===== config.mk =====
export PLATFORM = sky130hd
export DESIGN_NAME = bus_join_ctrl
export DESIGN_NICKNAME = d
export VERILOG_FILES = /design/src/rtl/bjc_pkg.sv /design/src/rtl/bjc_sync.sv /design/src/rtl/bjc_side_mon.sv /design/src/rtl/bus_join_ctrl.sv
export SDC_FILE = /design/constraint.sdc
export NUM_CORES = 1
export LEC_CHECK = 0
export BUFFER_PORTS_ARGS = -buffer_cell sky130_fd_sc_hd__buf_2
export CAP_MARGIN = 0
export CORE_MARGIN = 4
export CORE_UTILIZATION = 54
export CTS_CLUSTER_SIZE = 24
export DETAILED_ROUTE_END_ITERATION = 8
export GPL_TIMING_DRIVEN = 0
export PLACE_DENSITY = 0.75
export SYNTH_ARGS = -nofsm -noshare
export SYNTH_HDL_FRONTEND = slang
export SYNTH_SLANG_ARGS = --single-unit

===== constraint.sdc =====
create_clock -name clk_i -period 1.55 [get_ports clk_i]
set_input_delay 0.3875 -clock clk_i [delete_from_list [all_inputs] [get_ports clk_i]]
set_output_delay 0.3875 -clock clk_i [all_outputs]
set_load 0.01 [all_outputs]

===== src/rtl/bjc_pkg.sv =====
package bjc_pkg;
  localparam int unsigned NUM_SIDES = 2;
  localparam int unsigned LINES_PER_SIDE = 2;

  typedef enum logic [1:0] {
    S_LOCK  = 2'd0,
    S_WAIT  = 2'd1,
    S_CONN  = 2'd2,
    S_FAULT = 2'd3
  } join_state_e;
endpackage


===== src/rtl/bjc_sync.sv =====
module bjc_sync #(
  parameter int unsigned WIDTH  = 4,
  parameter int unsigned STAGES = 2,
  parameter logic        RST_VAL = 1'b1
) (
  input  logic             clk_i,
  input  logic             rst_ni,
  input  logic [WIDTH-1:0] d_i,
  output logic [WIDTH-1:0] q_o
);
  logic [STAGES-1:0][WIDTH-1:0] pipe_q;

  always_ff @(posedge clk_i or negedge rst_ni) begin
    if (!rst_ni) pipe_q <= {(STAGES*WIDTH){RST_VAL}};
    else         pipe_q <= {pipe_q[STAGES-2:0], d_i};
  end

  assign q_o = pipe_q[STAGES-1];
endmodule


===== src/rtl/bjc_side_mon.sv =====
module bjc_side_mon #(
  parameter int unsigned IDLE_CYCLES = 24
) (
  input  logic clk_i,
  input  logic rst_ni,
  input  logic sda_i,
  input  logic scl_i,
  output logic stop_o,
  output logic idle_o
);
  localparam int unsigned CW = $clog2(IDLE_CYCLES + 1);
  localparam logic [CW-1:0] CNT_MAX = CW'(IDLE_CYCLES);

  logic          sda_q;
  logic [CW-1:0] cnt_q;

  always_ff @(posedge clk_i or negedge rst_ni) begin
    if (!rst_ni) begin
      sda_q <= 1'b1;
      cnt_q <= '0;
    end else begin
      sda_q <= sda_i;
      if (!sda_i || !scl_i)   cnt_q <= '0;
      else if (cnt_q != CNT_MAX) cnt_q <= cnt_q + 1'b1;
    end
  end

  assign stop_o = sda_i & ~sda_q & scl_i;
  assign idle_o = (cnt_q == CNT_MAX);

  // any low line clears idle on the next edge
  p_idle_restart_r3: assert property (@(posedge clk_i) disable iff (!rst_ni)
    (!sda_i || !scl_i) |=> !idle_o);

  // idle is only reached by counting up one step at a time
  p_idle_entry_r3: assert property (@(posedge clk_i) disable iff (!rst_ni)
    $rose(idle_o) |-> $past(sda_i && scl_i));
endmodule


===== src/rtl/bus_join_ctrl.sv =====
module bus_join_ctrl
  import bjc_pkg::*;
#(
  parameter int unsigned IDLE_CYCLES = 24,
  parameter int unsigned SYNC_STAGES = 2
) (
  input  logic clk_i,
  input  logic rst_ni,
  input  logic supply_ok_i,
  input  logic enable_i,
  input  logic stuck_fault_i,
  input  logic card_sda_i,
  input  logic card_scl_i,
  input  logic bp_sda_i,
  input  logic bp_scl_i,
  output logic connect_o,
  output logic precharge_o,
  output logic accel_en_o,
  output logic ready_no
);
  localparam int unsigned NLINES = NUM_SIDES * LINES_PER_SIDE;

  // line order per side: {scl, sda}; side 0 = card, side 1 = backplane
  logic [NLINES-1:0]    lines_raw, lines_s;
  logic [NUM_SIDES-1:0] side_stop, side_idle;
  logic                 qualified;
  join_state_e          state_q, state_d;
  logic                 precharge_q;

  assign lines_raw = {bp_scl_i, bp_sda_i, card_scl_i, card_sda_i};

  bjc_sync #(.WIDTH(NLINES), .STAGES(SYNC_STAGES), .RST_VAL(1'b1)) u_sync (
    .clk_i (clk_i),
    .rst_ni(rst_ni),
    .d_i   (lines_raw),
    .q_o   (lines_s)
  );

  for (genvar s = 0; s < NUM_SIDES; s++) begin : g_side
    bjc_side_mon #(.IDLE_CYCLES(IDLE_CYCLES)) u_mon (
      .clk_i (clk_i),
      .rst_ni(rst_ni),
      .sda_i (lines_s[s*LINES_PER_SIDE]),
      .scl_i (lines_s[s*LINES_PER_SIDE+1]),
      .stop_o(side_stop[s]),
      .idle_o(side_idle[s])
    );
  end

  assign qualified = (side_idle[0] & side_idle[1]) |
                     (side_stop[0] & side_idle[1]) |
                     (side_stop[1] & side_idle[0]);

  always_comb begin
    state_d = state_q;
    unique case (state_q)
      S_LOCK:  state_d = S_WAIT;
      S_WAIT:  if (stuck_fault_i)              state_d = S_FAULT;
               else if (enable_i && qualified) state_d = S_CONN;
      S_CONN:  if (stuck_fault_i)              state_d = S_FAULT;
               else if (!enable_i)             state_d = S_WAIT;
      S_FAULT: if (!stuck_fault_i)             state_d = S_WAIT;
      default: state_d = S_LOCK;
    endcase
    if (!supply_ok_i) state_d = S_LOCK;
  end

  always_ff @(posedge clk_i or negedge rst_ni) begin
    if (!rst_ni) begin
      state_q     <= S_LOCK;
      precharge_q <= 1'b1;
    end else begin
      state_q <= state_d;
      if (!supply_ok_i)                            precharge_q <= 1'b1;
      else if (state_q == S_WAIT && state_d == S_CONN) precharge_q <= 1'b0;
    end
  end

  // enable, fault and supply cut the join without waiting for an edge
  assign connect_o   = (state_q == S_CONN) & enable_i & supply_ok_i & ~stuck_fault_i;
  assign accel_en_o  = connect_o;
  assign ready_no    = ~connect_o;
  assign precharge_o = precharge_q;

  p_lockout_r1: assert property (@(posedge clk_i) disable iff (!rst_ni)
    !supply_ok_i |-> !connect_o);

  p_lockout_precharge_r1: assert property (@(posedge clk_i) disable iff (!rst_ni)
    !supply_ok_i |=> precharge_o);

  p_join_needs_idle_r2: assert property (@(posedge clk_i) disable iff (!rst_ni)
    (state_q == S_WAIT) |=> (state_q != S_CONN) || $past(|side_idle));

  p_precharge_once_r5: assert property (@(posedge clk_i) disable iff (!rst_ni)
    (supply_ok_i && !precharge_o) |=> !precharge_o);

  p_enable_cut_r6: assert property (@(posedge clk_i) disable iff (!rst_ni)
    !enable_i |-> (ready_no && !connect_o));

  p_ready_match_r8: assert property (@(posedge clk_i) disable iff (!rst_ni)
    ready_no != connect_o);

  p_fault_accel_r9: assert property (@(posedge clk_i) disable iff (!rst_ni)
    stuck_fault_i |-> (!accel_en_o && !connect_o));

  p_accel_joined_r10: assert property (@(posedge clk_i) disable iff (!rst_ni)
    accel_en_o |-> connect_o);
endmodule


==> results.sh <==
export IMPL_outcome="finished, violations left"
export IMPL_failed_checks="setup timing"
export IMPL_syn_to_final_growth_pct=19.9
export IMPL_netlist_area_um2=963
export IMPL_drt_total_wl_um=1490
export IMPL_timing_critical_path_cells="nor2b_2, nand3_2, inv_2, buf_6, buf_6"
export IMPL_postSynthRegisterBits=23
export IMPL_clock_tree_htree_level_count=1
export IMPL_cts_inserted_buffers=3
export IMPL_placement_cell_area_um2=1050
export IMPL_synth_cell_type_count=21
export IMPL_synth_most_common_cell="sky130_fd_sc_hd__nor2_1"
export IMPL_fin_worst_skew_ns=0.00312
export IMPL_final_setup_worst_slack_ns=-0.0477
export IMPL_syn_avg_cell_area_um2=11.7
export IMPL_share_clk_of_total_power=0.261
export IMPL_cp_arrival_ns=1.21
export IMPL_combinationalPowerShare=0.078
export IMPL_cts_hold_buffers_added=0
export IMPL_final_antenna_net_count=0
export IMPL_vias=634
export IMPL_worstSetupEndpointType="output port"
export IMPL_yosys_top_cells_count="13 x sky130_fd_sc_hd__nor2_1, 12 x sky130_fd_sc_hd__dfrtp_1, 11 x sky130_fd_sc_hd__dfstp_2, 7 x sky130_fd_sc_hd__nand2_1"
export IMPL_ios=13
export IMPL_via_density_per_instance=4.91
export IMPL_floorplan_initialDensity=0.564
export IMPL_vdd_ir_drop_max_uv=700
export IMPL_synth_main_ff_cell="sky130_fd_sc_hd__dfrtp_1"
export IMPL_clkSlewWorstSetupHoldPaths_ns=0.11
export IMPL_finalInstanceArea_um2=1150
export IMPL_yosys_area_share_adder=0.0519
export IMPL_wl_met2_um=790
export IMPL_cpMostUsedCell="sky130_fd_sc_hd__buf_6"
export IMPL_rrSetupSlack_ns=0.11
export IMPL_worstSkewPairLatency_ns=0.29
export IMPL_synth_area_mux_share=0
export IMPL_num_nets_final=118
export IMPL_die_width_um=50.2
export IMPL_synth_compound_area_frac=0.0545
export IMPL_swShare=0.215
export IMPL_floorplan_die_area_um2=2520
export IMPL_relSlewSlack=0.685
export IMPL_fmax_mhz=626
export IMPL_drt_initial_drc_count=10
export IMPL_power_per_cell_area_nw_per_um2=846
export IMPL_cellInternalPower_uw=767
export IMPL_routedLengthMet1_um=653
export IMPL_vert_die_dim_um=50.2
export IMPL_grt_antenna_before_repair=0
export IMPL_first_global_vias=634
export IMPL_met3_length_um=37
export IMPL_wire_length_of_the_first_global_routing_pass_um=2550
export IMPL_worst_slew_pin_transition_ns=0.472
export IMPL_synth_largest_area_cell="sky130_fd_sc_hd__dfrtp_1"
export IMPL_setup_worst_path_start_class="flop"
export IMPL_iteration_count_of_the_initial_detailed_routing_pass=4
export IMPL_synthSimpleGateAreaFrac=0.178
export IMPL_synth_area_leaders="sky130_fd_sc_hd__dfrtp_1 31%, sky130_fd_sc_hd__dfstp_2 30%, sky130_fd_sc_hd__xor2_1 5.5%"
export IMPL_final_period_utilization=1.03
export IMPL_core_rowCount=15
export IMPL_diodes=0
export IMPL_placed_cells_incl_taps=119
export IMPL_top_layer_used="met4"
export IMPL_setup_viol=1
export IMPL_synth_edff_count=0
export IMPL_tritoncts="built"
export IMPL_globalRouteOverflowTotal=0
export IMPL_cts_sink_count=23
export IMPL_crit_path_max_incr_delay_ns=0.41
export IMPL_timing_worst_setup_path_type="reg -> out"
export IMPL_drive_gt1_frac=0.375
export IMPL_drt_drc_violations_left=0
export IMPL_max_cap_violations=0
export IMPL_power_net_switching_uw=210
export IMPL_synth_fp_nets=95
export IMPL_dominant_combinational_cell_family_by_area_after_synthesis="simple AND/OR/NAND/NOR gates"
export IMPL_clock_tree_root_cell="sky130_fd_sc_hd__clkbuf_4"
export IMPL_synthXorXnorAreaFrac=0.0727
export IMPL_async_flop_share=1.00
export IMPL_worstPathMaxFanout=2
export IMPL_cpMaxStageDelayCell="sky130_fd_sc_hd__dfrtp_1"
export IMPL_ys_warnings_count=0
export IMPL_number_of_buffers_between_clock_root_and_the_deepest_sink=2
export IMPL_globalplace_congestion=0.734
export IMPL_post_synth_top_area_fraction=0.312
export IMPL_gr_usage_all_layers=0.130
export IMPL_grt_setup_unrepaired="true"
export IMPL_placeableCoreArea_um2=1710
export IMPL_grt_start_max_net_pins=24
export IMPL_min_path_type="in -> async"
export IMPL_timing_max_transition_violations_final=0
export IMPL_post_drt_wl_per_cell_um=11.6
export IMPL_p_seq_frac=0.661
export IMPL_final_period_minus_worst_setup_slack_ns=1.60
export IMPL_port_buffers=12
export IMPL_cp_data_required_time_ns=1.16
export IMPL_final_instance_count_excl_fill=129
export IMPL_estimated_wirelength_of_the_detail_placed_design_um=1030
export IMPL_netlist_instances=82
export IMPL_seq_area_frac_synth=0.612
export IMPL_power_leakage_nw=0.547
export IMPL_hold_viol=0
-- cells by family (layout without fill, tap and decap cells) --
kind of cell | Yosys count | count (layout)
DFF | 23 | 23
adders and majority gates | 4 | 4
and+or+nand+nor | 32 | 32
xor gates and xnor gates | 8 | 8
buffers and inverters | 7 | 29
AOI/OAI and AO/OA | 8 | 8
-- stage by stage --
step           hold WS (ns)  power (mW)  setup WS (ns)  setup TNS, ns   util
4_1_cts              0.0377       0.987        -0.0546        -0.0546  0.647
3_5_place_dp          0.347       0.720         0.0343              0  0.618
6_report             0.0298       0.977        -0.0477        -0.0477  0.676
2_1_floorplan        0.0919       0.686          0.161              0      -
5_1_grt              0.0328        1.03         -0.119         -0.191  0.676
3_3_place_gp          0.345       0.714         0.0941              0  0.618
-- flip-flops by register name (all words and copies together) (netlist names) --
| signal | count |
|---|---|
| precharge_o | 1 |
| u_sync.pipe_q | 4 |
| state_q | 2 |
| g_side.u_mon.cnt_q | 10 |
| u_sync.q_o | 4 |
| g_side.u_mon.sda_q | 2 |
-- worst paths after layout --
path / startpoint / endpoint / cells after the start
worst max-delay path: state_q[0] / connect_o / 5
worst min-delay path: rst_ni / g_side[0].u_mon.cnt_q[3] / 1
worst max register to register: g_side[0].u_mon.cnt_q[0] / state_q[0] / 6
worst min register to register: u_sync.pipe_q[0] / u_sync.q_o[0] / 0
max in group asynchronous: rst_ni / u_sync.q_o[2] / 1
min in group clk_i: bp_sda_i / u_sync.pipe_q[2] / 1
-- cells in the final DEF (no fill, tap or decap), types with 2 or more instances in the layout --
master,instances
sky130_fd_sc_hd__buf_2,11
sky130_fd_sc_hd__dfstp_2,11
sky130_fd_sc_hd__a21oi_1,2
sky130_fd_sc_hd__buf_6,2
sky130_fd_sc_hd__buf_4,6
sky130_fd_sc_hd__nor2_1,13
sky130_fd_sc_hd__inv_1,5
sky130_fd_sc_hd__o21ai_0,2
sky130_fd_sc_hd__xnor2_1,2
sky130_fd_sc_hd__nand3_1,4
sky130_fd_sc_hd__xor2_1,6
sky130_fd_sc_hd__dfrtp_1,12
sky130_fd_sc_hd__nor2b_1,2
sky130_fd_sc_hd__clkbuf_4,3
sky130_fd_sc_hd__ha_1,3
sky130_fd_sc_hd__nand2_1,7
-- worst max-delay path, delay by kind of cell (launching register included) --
kind	cells	cell delay, ns
buffers and inverters	3	0.25
flip-flops	1	0.41
AND/OR/NAND/NOR	2	0.26
-- final cells by class --
type                       count  area, µm²
multi-input combinational     52        363
buffer                         1       11.3
timing repair buffer          18        111
fill                         132        553
sequential                    23        589
clock buffer                   4       26.3
inverter                       6       22.5
tap                           25       31.3
-- power groups by stage --
stage	sequential (mW)	combinational, mW	clock (mW)
3_5_place_dp	0.657	0.0633	0
4_1_cts	0.646	0.0700	0.271
5_1_grt	0.650	0.0859	0.290
6_report	0.646	0.0761	0.255
3_3_place_gp	0.654	0.0597	0
2_1_floorplan	0.653	0.0329	0
-- per-layer routing --
layer | up-vias | global-route usage
li1 | 309 | -
met5 | - | 0
met1 | 316 | 0.155
met3 | 2 | 0.0267
met2 | 7 | 0.233
met4 | 0 | 0.0415
-- repair_timing --
action / CTS / global route
resized for setup: 2 / 5
endpoints found under the hold margin: 0 / 0
endpoints found under the setup margin: 3 / 5
setup buffers: 2 / 4
Note: power is estimated with default switching activity, not from simulation.
